==> config.mk <==
export PLATFORM = sky130hd
export DESIGN_NAME = mclk_ratio_detect
export DESIGN_NICKNAME = d
export VERILOG_FILES = /design/src/rtl/mrd_pkg.sv /design/src/rtl/mrd_frame_sync.sv /design/src/rtl/mrd_period_counter.sv /design/src/rtl/mrd_ratio_classifier.sv /design/src/rtl/mrd_lock_tracker.sv /design/src/rtl/mclk_ratio_detect.sv
export SDC_FILE = /design/constraint.sdc
export NUM_CORES = 1
export LEC_CHECK = 0
export BUFFER_PORTS_ARGS = -buffer_cell sky130_fd_sc_hd__buf_2
export CAP_MARGIN = 20
export CORE_MARGIN = 3
export CORE_UTILIZATION = 40
export CTS_BUF_LIST = sky130_fd_sc_hd__clkbuf_8
export DETAILED_ROUTE_END_ITERATION = 12
export HOLD_SLACK_MARGIN = 0.1
export PLACE_DENSITY = 0.58
export SKIP_LAST_GASP = 1
export SYNTH_ARGS = -nofsm -noshare
export SYNTH_HDL_FRONTEND = slang
export SYNTH_HIERARCHICAL = 1
export SYNTH_SLANG_ARGS = --single-unit
==> constraint.sdc <==
create_clock -name mclk_i -period 4.95 [get_ports mclk_i]
set_input_delay 0.99 -clock mclk_i [delete_from_list [all_inputs] [get_ports mclk_i]]
set_output_delay 0.99 -clock mclk_i [all_outputs]
set_load 0.01 [all_outputs]
==> src/rtl/mrd_pkg.sv <==
package mrd_pkg;
  localparam int NUM_RATIOS = 5;
  localparam int CODE_W     = 3;
  localparam int DIV_W      = 4;

  // nominal master clocks per frame for each ratio code
  function automatic int nominal_ratio(input int idx);
    if ((idx % 2) == 0) return 128 << (idx / 2);
    else                return 192 << (idx / 2);
  endfunction

  function automatic int divider_of(input int idx);
    return nominal_ratio(idx) / 64;
  endfunction
endpackage

==> src/rtl/mrd_frame_sync.sv <==
module mrd_frame_sync #(
  parameter int STAGES = 2
) (
  input  logic clk,
  input  logic rst_n,
  input  logic frame_clk_i,
  output logic rise_o
);
  logic [STAGES-1:0] sync_q;
  logic              last_q;

  generate
    for (genvar s = 0; s < STAGES; s++) begin : g_stage
      if (s == 0) begin : g_first
        always_ff @(posedge clk) begin
          if (!rst_n) sync_q[0] <= 1'b0;
          else        sync_q[0] <= frame_clk_i;
        end
      end else begin : g_rest
        always_ff @(posedge clk) begin
          if (!rst_n) sync_q[s] <= 1'b0;
          else        sync_q[s] <= sync_q[s-1];
        end
      end
    end
  endgenerate

  always_ff @(posedge clk) begin
    if (!rst_n) last_q <= 1'b0;
    else        last_q <= sync_q[STAGES-1];
  end

  assign rise_o = sync_q[STAGES-1] & ~last_q;
endmodule

==> src/rtl/mrd_period_counter.sv <==
module mrd_period_counter #(
  parameter int CNT_W = 11
) (
  input  logic             clk,
  input  logic             rst_n,
  input  logic             rise_i,
  output logic             meas_stb_o,
  output logic [CNT_W-1:0] meas_cnt_o
);
  localparam logic [CNT_W-1:0] CNT_MAX = '1;
  localparam logic [CNT_W-1:0] CNT_ONE = CNT_W'(1);

  logic [CNT_W-1:0] cnt_q;
  logic             armed_q;

  always_ff @(posedge clk) begin
    if (!rst_n) begin
      cnt_q      <= '0;
      armed_q    <= 1'b0;
      meas_stb_o <= 1'b0;
      meas_cnt_o <= '0;
    end else begin
      meas_stb_o <= 1'b0;
      if (rise_i) begin
        if (armed_q) begin
          meas_stb_o <= 1'b1;
          meas_cnt_o <= cnt_q;
        end
        armed_q <= 1'b1;
        cnt_q   <= CNT_ONE;
      end else if (cnt_q != CNT_MAX) begin
        cnt_q <= cnt_q + CNT_ONE;
      end
    end
  end

  AST_CNT_RESTART: assert property (@(posedge clk) disable iff (!rst_n)
    $past(rise_i) |-> cnt_q == CNT_ONE);
  AST_STB_SINGLE: assert property (@(posedge clk) disable iff (!rst_n)
    meas_stb_o |=> !meas_stb_o);
endmodule

==> src/rtl/mrd_ratio_classifier.sv <==
module mrd_ratio_classifier
  import mrd_pkg::*;
#(
  parameter int CNT_W = 11,
  parameter int TOL   = 2
) (
  input  logic [CNT_W-1:0]  cnt_i,
  output logic              hit_o,
  output logic [CODE_W-1:0] code_o
);
  logic [NUM_RATIOS-1:0] win_hit;

  generate
    for (genvar i = 0; i < NUM_RATIOS; i++) begin : g_win
      localparam logic [CNT_W-1:0] LO = CNT_W'(nominal_ratio(i) - TOL);
      localparam logic [CNT_W-1:0] HI = CNT_W'(nominal_ratio(i) + TOL);
      assign win_hit[i] = (cnt_i >= LO) && (cnt_i <= HI);
    end
  endgenerate

  // lowest matching window wins if tolerances were ever made to overlap
  always_comb begin
    hit_o  = 1'b0;
    code_o = '0;
    for (int i = NUM_RATIOS - 1; i >= 0; i--) begin
      if (win_hit[i]) begin
        hit_o  = 1'b1;
        code_o = CODE_W'(i);
      end
    end
  end
endmodule

==> src/rtl/mrd_lock_tracker.sv <==
module mrd_lock_tracker
  import mrd_pkg::*;
(
  input  logic              clk,
  input  logic              rst_n,
  input  logic              meas_stb_i,
  input  logic              hit_i,
  input  logic [CODE_W-1:0] code_i,
  output logic [CODE_W-1:0] ratio_code_o,
  output logic              high_rate_o,
  output logic [DIV_W-1:0]  div_o,
  output logic              valid_o,
  output logic              error_o
);
  logic [CODE_W-1:0] prev_code_q;
  logic              prev_ok_q;

  always_ff @(posedge clk) begin
    if (!rst_n) begin
      prev_code_q  <= '0;
      prev_ok_q    <= 1'b0;
      ratio_code_o <= '0;
      high_rate_o  <= 1'b0;
      div_o        <= '0;
      valid_o      <= 1'b0;
      error_o      <= 1'b0;
    end else if (meas_stb_i) begin
      if (!hit_i) begin
        error_o   <= 1'b1;
        valid_o   <= 1'b0;
        prev_ok_q <= 1'b0;
      end else begin
        error_o     <= 1'b0;
        prev_code_q <= code_i;
        prev_ok_q   <= 1'b1;
        if (prev_ok_q && (prev_code_q == code_i)) begin
          valid_o      <= 1'b1;
          ratio_code_o <= code_i;
          high_rate_o  <= (code_i < CODE_W'(2));
          div_o        <= DIV_W'(divider_of(int'(code_i)));
        end else begin
          valid_o <= 1'b0;
        end
      end
    end
  end

  AST_VALID_NOT_ERR: assert property (@(posedge clk) disable iff (!rst_n)
    valid_o |-> !error_o);
  AST_RATE_FLAG: assert property (@(posedge clk) disable iff (!rst_n)
    valid_o |-> (high_rate_o == (ratio_code_o <= CODE_W'(1))));
  AST_VALID_FROM_MEAS: assert property (@(posedge clk) disable iff (!rst_n)
    $rose(valid_o) |-> $past(meas_stb_i) && $past(prev_ok_q));
  AST_CODE_HOLD: assert property (@(posedge clk) disable iff (!rst_n)
    !$past(meas_stb_i) |-> $stable(ratio_code_o) && $stable(div_o));
  AST_CODE_RANGE: assert property (@(posedge clk) disable iff (!rst_n)
    ratio_code_o <= CODE_W'(NUM_RATIOS - 1));
endmodule

==> src/rtl/mclk_ratio_detect.sv <==
module mclk_ratio_detect
  import mrd_pkg::*;
#(
  parameter int CNT_W       = 11,
  parameter int TOL         = 2,
  parameter int SYNC_STAGES = 2
) (
  input  logic              mclk_i,
  input  logic              rst_n_i,
  input  logic              frame_clk_i,
  output logic [CODE_W-1:0] ratio_code_o,
  output logic              high_rate_o,
  output logic [DIV_W-1:0]  div_o,
  output logic              valid_o,
  output logic              error_o
);
  logic              rise;
  logic              meas_stb;
  logic [CNT_W-1:0]  meas_cnt;
  logic              cls_hit;
  logic [CODE_W-1:0] cls_code;

  mrd_frame_sync #(.STAGES(SYNC_STAGES)) u_sync (
    .clk(mclk_i), .rst_n(rst_n_i), .frame_clk_i(frame_clk_i), .rise_o(rise)
  );

  mrd_period_counter #(.CNT_W(CNT_W)) u_cnt (
    .clk(mclk_i), .rst_n(rst_n_i), .rise_i(rise),
    .meas_stb_o(meas_stb), .meas_cnt_o(meas_cnt)
  );

  mrd_ratio_classifier #(.CNT_W(CNT_W), .TOL(TOL)) u_cls (
    .cnt_i(meas_cnt), .hit_o(cls_hit), .code_o(cls_code)
  );

  mrd_lock_tracker u_lock (
    .clk(mclk_i), .rst_n(rst_n_i), .meas_stb_i(meas_stb),
    .hit_i(cls_hit), .code_i(cls_code),
    .ratio_code_o(ratio_code_o), .high_rate_o(high_rate_o), .div_o(div_o),
    .valid_o(valid_o), .error_o(error_o)
  );

  AST_ERR_NEEDS_MEAS: assert property (@(posedge mclk_i) disable iff (!rst_n_i)
    $rose(error_o) |-> $past(meas_stb));
endmodule

; Yosys cells after proc, flatten, opt, wreduce, memory -nomap -nowiden
; Index checks and enable logic that the tools add are counted.
[word_totals]
register_bits = 41
out_inout_bits = 10
word_cells = 72
[op_classes]
muxes = 22
reduce_logical = 14
order_cmp = 11
shifts = 2
n_eq_ne = 2
add_sub_neg = 2
bitwise = 4
[op_table]
columns = cell, n
row1 = $mux W32, 5
row2 = $shl A8 B2 Y32 const A, 2
row3 = $logic_not A32 Y1, 1
row4 = $ge A11 B8 Y1 const B, 2
row5 = $ge A11 B9 Y1 const B, 2
row6 = $le A11 B8 Y1 const B, 2
row7 = $le A11 B9 Y1 const B, 2
row8 = $mux W3, 5
row9 = $mux W1, 12
row10 = $add A11 B1 Y11 const B, 1
row11 = $ge A11 B7 Y1 const B, 1
row12 = $le A11 B10 Y1 const B, 1
row13 = $ne A11 B11 Y1 const B, 1
row14 = $logic_and A1 B1 Y1, 6
row15 = $reduce_and A2 Y1, 3
row16 = $reduce_or A6 Y1, 1
row17 = $add A4 B1 Y4, 1
row18 = $eq A3 B3 Y1, 1
row19 = $lt A3 B2 Y1 const B, 1
row20 = $reduce_and A3 Y1, 1
row21 = $and A1 B1 Y1, 2
row22 = $not A1 Y1, 2
row23 = $reduce_bool A2 Y1, 1
row24 = $reduce_or A2 Y1, 1

; Logic depth before layout (Yosys ltp)
[logic_depth]
ltp_word = 16
ltp_mapped = 9
depth_no_buf = 6

; Hierarchy
; Netlist, hierarchy kept.
[by_module_without_submodules]
columns = mod, n_inst, cells_per_inst, seq_area_each_um2, area_each_um2
row1 = mrd_period_counter, 1, 116, 480.5, 1054.8
row2 = mrd_lock_tracker, 1, 68, 280.3, 615.6
row3 = mrd_ratio_classifier, 1, 28, 0.0, 215.2
row4 = mrd_frame_sync, 1, 7, 60.1, 92.6

; Worst setup path before layout
; OpenSTA, ideal clock, no wires.
[synth_path]
path_type = register -> register
from = register u_cnt.meas_cnt_o[4]
to = register u_lock.div_o[2]
setup_ps = 122
required_time_ps = 4828
setup_slack_ps = 2568
stages_incl_launch_ff = 8
arrival_time_ps = 2261
synth_period_minus_slack_ps = 2382
path_cell_list = dfxtp_1 -> nor4_4 -> nand4b_1 -> a211oi_1 -> xor2_1 -> or4_1 -> buf_6 -> mux2i_1
[synth_rtl]
columns = element, line
row1 = from (decl), mrd_period_counter.sv:8  ; output logic [CNT_W-1:0] meas_cnt_o
row2 = from (signal assigned), mrd_period_counter.sv:27  ; meas_cnt_o <= cnt_q;
row3 = $ge A11 B9 Y1 or $le A11 B9 Y1 (tied branches), mrd_ratio_classifier.sv:17  ; assign win_hit[i] = (cnt_i >= LO) && (cnt_i <= HI);
row4 = $logic_and A1 B1 Y1, mrd_ratio_classifier.sv:17
row5 = $mux W3 (3 in a row), mrd_ratio_classifier.sv:26  ; if (win_hit[i]) begin
row6 = $mux W3 (*), mrd_ratio_classifier.sv:26
row7 = via cls_code[1], mclk_ratio_detect.sv:21  ; logic [CODE_W-1:0] cls_code;
row8 = $shl A8 B2 Y32 (on tied branches), "mrd_pkg.sv:9, mrd_pkg.sv:8"
row9 = $mux W32, mrd_pkg.sv:8  ; if ((idx % 2) == 0) return 128 << (idx / 2);
row10 = $mux W32, mrd_lock_tracker.sv:36  ; if (prev_ok_q && (prev_code_q == code_i)) begin
row11 = $mux W32, mrd_lock_tracker.sv:28  ; if (!hit_i) begin
row12 = $mux W32, mrd_lock_tracker.sv:27  ; end else if (meas_stb_i) begin
row13 = $mux W32, mrd_lock_tracker.sv:19  ; if (!rst_n) begin
row14 = $reduce_or A6 Y1 (no source line), --
row15 = $and A1 B1 Y1 (no source line), --
row16 = $add A4 B1 Y4 (no source line), --
row17 = to (signal assigned), mrd_lock_tracker.sv:40  ; div_o <= DIV_W'(divider_of(int'(code_i)));
row18 = to (decl), mrd_lock_tracker.sv:11  ; output logic [DIV_W-1:0] div_o,
; The timed path passes the listed nets; every way through them passes the cells marked *. The select of a mux whose other input is x is not followed.
; A chain may end at the register's enable or synchronous reset.

; Worst setup path after layout
[layout_path]
from = register u_cnt.meas_cnt_o[8]
to = register u_lock.ratio_code_o[1]
[layout_rtl]
columns = element, line
row1 = $ge A11 B9 Y1 or $le A11 B9 Y1 (tied branches), mrd_ratio_classifier.sv:17
row2 = $logic_and A1 B1 Y1, mrd_ratio_classifier.sv:17
row3 = $mux W3 (3 in a row), mrd_ratio_classifier.sv:26
row4 = $mux W3 (*), mrd_ratio_classifier.sv:26
row5 = via cls_code[0], mclk_ratio_detect.sv:21
row6 = $eq A3 B3 Y1 (*), mrd_lock_tracker.sv:36
row7 = $logic_and A1 B1 Y1 (*), mrd_lock_tracker.sv:36
row8 = $reduce_and A3 Y1 (no source line) (*), --
row9 = to (signal assigned), mrd_lock_tracker.sv:38  ; ratio_code_o <= code_i;
row10 = to (decl), mrd_lock_tracker.sv:9  ; output logic [CODE_W-1:0] ratio_code_o,
; The timed path passes the listed nets; every way through them passes the cells marked *.

==> impl_metrics.tcl <==
set metrics [dict create \
    die_h_um 76.33 \
    highest_layer "met4" \
    dpl.hpwl_mm 2.534 \
    finalHoldViolations 0 \
    n_fill_cell 482 \
    drive_above_1_share_pct 10.22 \
    fmaxAchievable_mhz 344.5 \
    wire_per_inst_um 12.97 \
    drv_slew 0 \
    grt_pass1_wl_mm 6.651 \
    min_from "u_sync/sync_q[0]" \
    outcome "finished, final reports clean" \
    via_per_inst 5.383 \
    power_uw 573.1 \
    layout.nets 228 \
    hold_buffers 0 \
    finalSetupTns_ps 0 \
    synth_nets 223 \
    cp_max_fo 12 \
    synth_cells 219 \
    grt_pass1_vias 1415 \
    crit_type "reg -> reg" \
    r2r_cells 6 \
    hp-class "reg -> reg" \
    m1WireLength_mm 1.969 \
    relSlewSlack_pct 43.52 \
    synthFlopType "dfxtp_1" \
    rsz0062_at_grt "no" \
    synth-async-reset-ratio_pct 0 \
    cts.reportedPaths.clkPinSlew_ps 80 \
    ir_drop_uv 165.4 \
    syn_to_final_growth_pct 6.388 \
    dieArea_um2 5826 \
    htreeDepth 2 \
    postRouteAntennaNets 0 \
    vias 1561 \
    min_to "u_sync/sync_q[1]" \
    grt_max_degree 42 \
    drc 0 \
    core_area_um2 4564 \
    timing.rr.start "u_cnt/meas_cnt_o[8]" \
    finalSetupViolations 0 \
    netlist-cell-type-count 46 \
    cts_buffers 5 \
    n_antenna_cell 0 \
    finalHoldWorstSlack_ps 429.1 \
    crit_path_start_kind "register" \
    syn_avg_cell_area_um2 9.033 \
    drtIter0Drc 96 \
    synth-seq-area-share_pct 41.49 \
    antenna_found_initial 0 \
    post-cts-setup-buffers 0 \
    wl_mm 3.761 \
    wl_met3_um 152 \
    ys_ff_latch 41 \
    max_cap_viol_count 0 \
    numClockSinks 41 \
    whs_path_depth 1 \
    cts_buffer_depth 2 \
    gp_congestion 0.7639 \
    die_w_um 76.33 \
    start_util_pct 43.34 \
    pin_count 13 \
    endpoint_kind "register" \
    p_leak_nw 0.8430 \
    tightest_slew_ps 842.1 \
    detailedRoute.firstPassIterationCount 4 \
    crit_arrival_ps 3070 \
    synth_edf_count 0 \
    ff2ff_setup_slack_ps 2050 \
    cts_tree "built" \
    cts-root-buf "clkbuf_8" \
    row_count 24 \
    groute.usage.overall_pct 13.83 \
    synth-warning-count 6 \
    clock_latency_ps 290 \
    finalClockSkew_ps 10.37 \
    syn_area_um2 1978 \
    post_cts_resized 0 \
    cp.required_ps 5120 \
    fin_crit_sh_pct 58.64 \
    io_buffers 12 \
    fin_crit_ps 2903 \
    powerDensity_nw_per_um2 272.3 \
    r2r-end "u_lock/ratio_code_o[1]" \
    overflow 0 \
    met2WireLength_mm 1.613 \
]
[registers in the layout, summed over array words and instances (netlist names)]
name and cells:
u_cnt/armed_q 1, u_cnt/cnt_q 11, u_cnt/meas_cnt_o 11, u_cnt/meas_stb_o 1, u_lock/div_o 4, u_lock/error_o 1
u_lock/high_rate_o 1, u_lock/prev_code_q 3, u_lock/prev_ok_q 1, u_lock/ratio_code_o 3, u_lock/valid_o 1, u_sync/last_q 1
u_sync/sync_q 2
[critical path, cell delays in order, from the launching register on]
cell       delay, ps
dfxtp_1          560
nor2b_1          190
o2111ai_1        130
a211oi_1         750
xor2_1           180
or4_1            770
mux2i_1          200
[cell families (layout without fill, tap and decap cells)]
kind of cell | Yosys count | after routing | synth area share (%)
AND/OR/NAND/NOR | 102 | 102 | 29.22
AO/OA/AOI/OAI | 47 | 47 | 17.21
flip-flops | 41 | 41 | 41.49
buffers and inverters | 15 | 21 | 5.123
multiplexers | 9 | 9 | 4.554
XOR/XNOR | 4 | 4 | 1.771
adder cells (fa/ha/maj) | 1 | 1 | 0.6324
[cells in the final DEF (no fill, tap or decap), types with 5 or more instances in the layout]
master    Yosys  layout
buf_2         3      12
dfxtp_1      41      41
o21ai_0       6       6
a21boi_1      5       5
and2_1        7       7
clkbuf_8      0       5
nand2_1      44      44
nor2b_1       5       5
nand2b_1      5       5
mux2i_1       9       9
nand3_1      10      10
a21boi_0     11      11
a31oi_1       6       6
[per-stage QoR]
stage / util, % / cell area (um^2) / std cells / setup WS, ps
2_1_floorplan: - / 1978 / 219 / 2568
3_3_place_gp: 44.30 / 2022 / 282 / 2106
3_5_place_dp: 44.30 / 2022 / 282 / 2077
4_1_cts: 46.11 / 2105 / 290 / 2049
5_1_grt: 46.11 / 2105 / 290 / 1863
6_report: 46.11 / 2105 / 290 / 2047
[cell usage after synthesis (4+ instances only)]
master	count	area, um^2
a21boi_0	11	82.58
a21boi_1	5	37.54
a21oi_1	4	20.02
a31oi_1	6	37.54
and2_1	7	43.79
and3_1	4	25.02
and4_1	4	35.03
buf_6	5	56.30
clkbuf_1	5	18.77
dfxtp_1	41	820.8
mux2i_1	9	90.09
nand2_1	44	165.2
nand2b_1	5	31.28
nand3_1	10	50.05
nor2b_1	5	31.28
o21ai_0	6	30.03
xor2_1	4	35.03
[metal layers]
| metal | vias up | GRT usage (%) |
|---|---|---|
| li1 | 803 | - |
| met1 | 722 | 20.26 |
| met2 | 34 | 19.33 |
| met3 | 2 | 3.664 |
| met4 | 0 | 4.891 |
| met5 | - | 0 |
[final cells by class]
type	count	area, um^2	share of cell area, %
clock buffers	5	68.82	3.270
clock inverters	3	13.76	0.6540
multi-input cells	163	1056	50.18
well taps	65	81.33	3.864
repair buffers	12	60.06	2.854
flip-flops and latches	41	820.8	39.00
inverters	1	3.754	0.1784
[worst max path at each step]
stage,cells after the start,endpoint,startpoint
CTS,6,u_lock/ratio_code_o[1],u_cnt/meas_cnt_o[4]
floorplan,7,u_lock/div_o[2],u_cnt/meas_cnt_o[4]
finish,6,u_lock/ratio_code_o[1],u_cnt/meas_cnt_o[8]
global route,6,u_lock/ratio_code_o[1],u_cnt/meas_cnt_o[8]
detailed placement,6,u_lock/ratio_code_o[2],u_cnt/meas_cnt_o[4]
global placement,6,u_lock/high_rate_o,u_cnt/meas_cnt_o[4]
[report_power, final]
part	internal, mW	leakage [nW]	switching [mW]
clock network	0.0957	0.0491	0.113
registers	0.335	0.331	0.00690
logic	0.00890	0.463	0.0141
total	0.439	0.843	0.134
(Power assumes the default switching activity.)
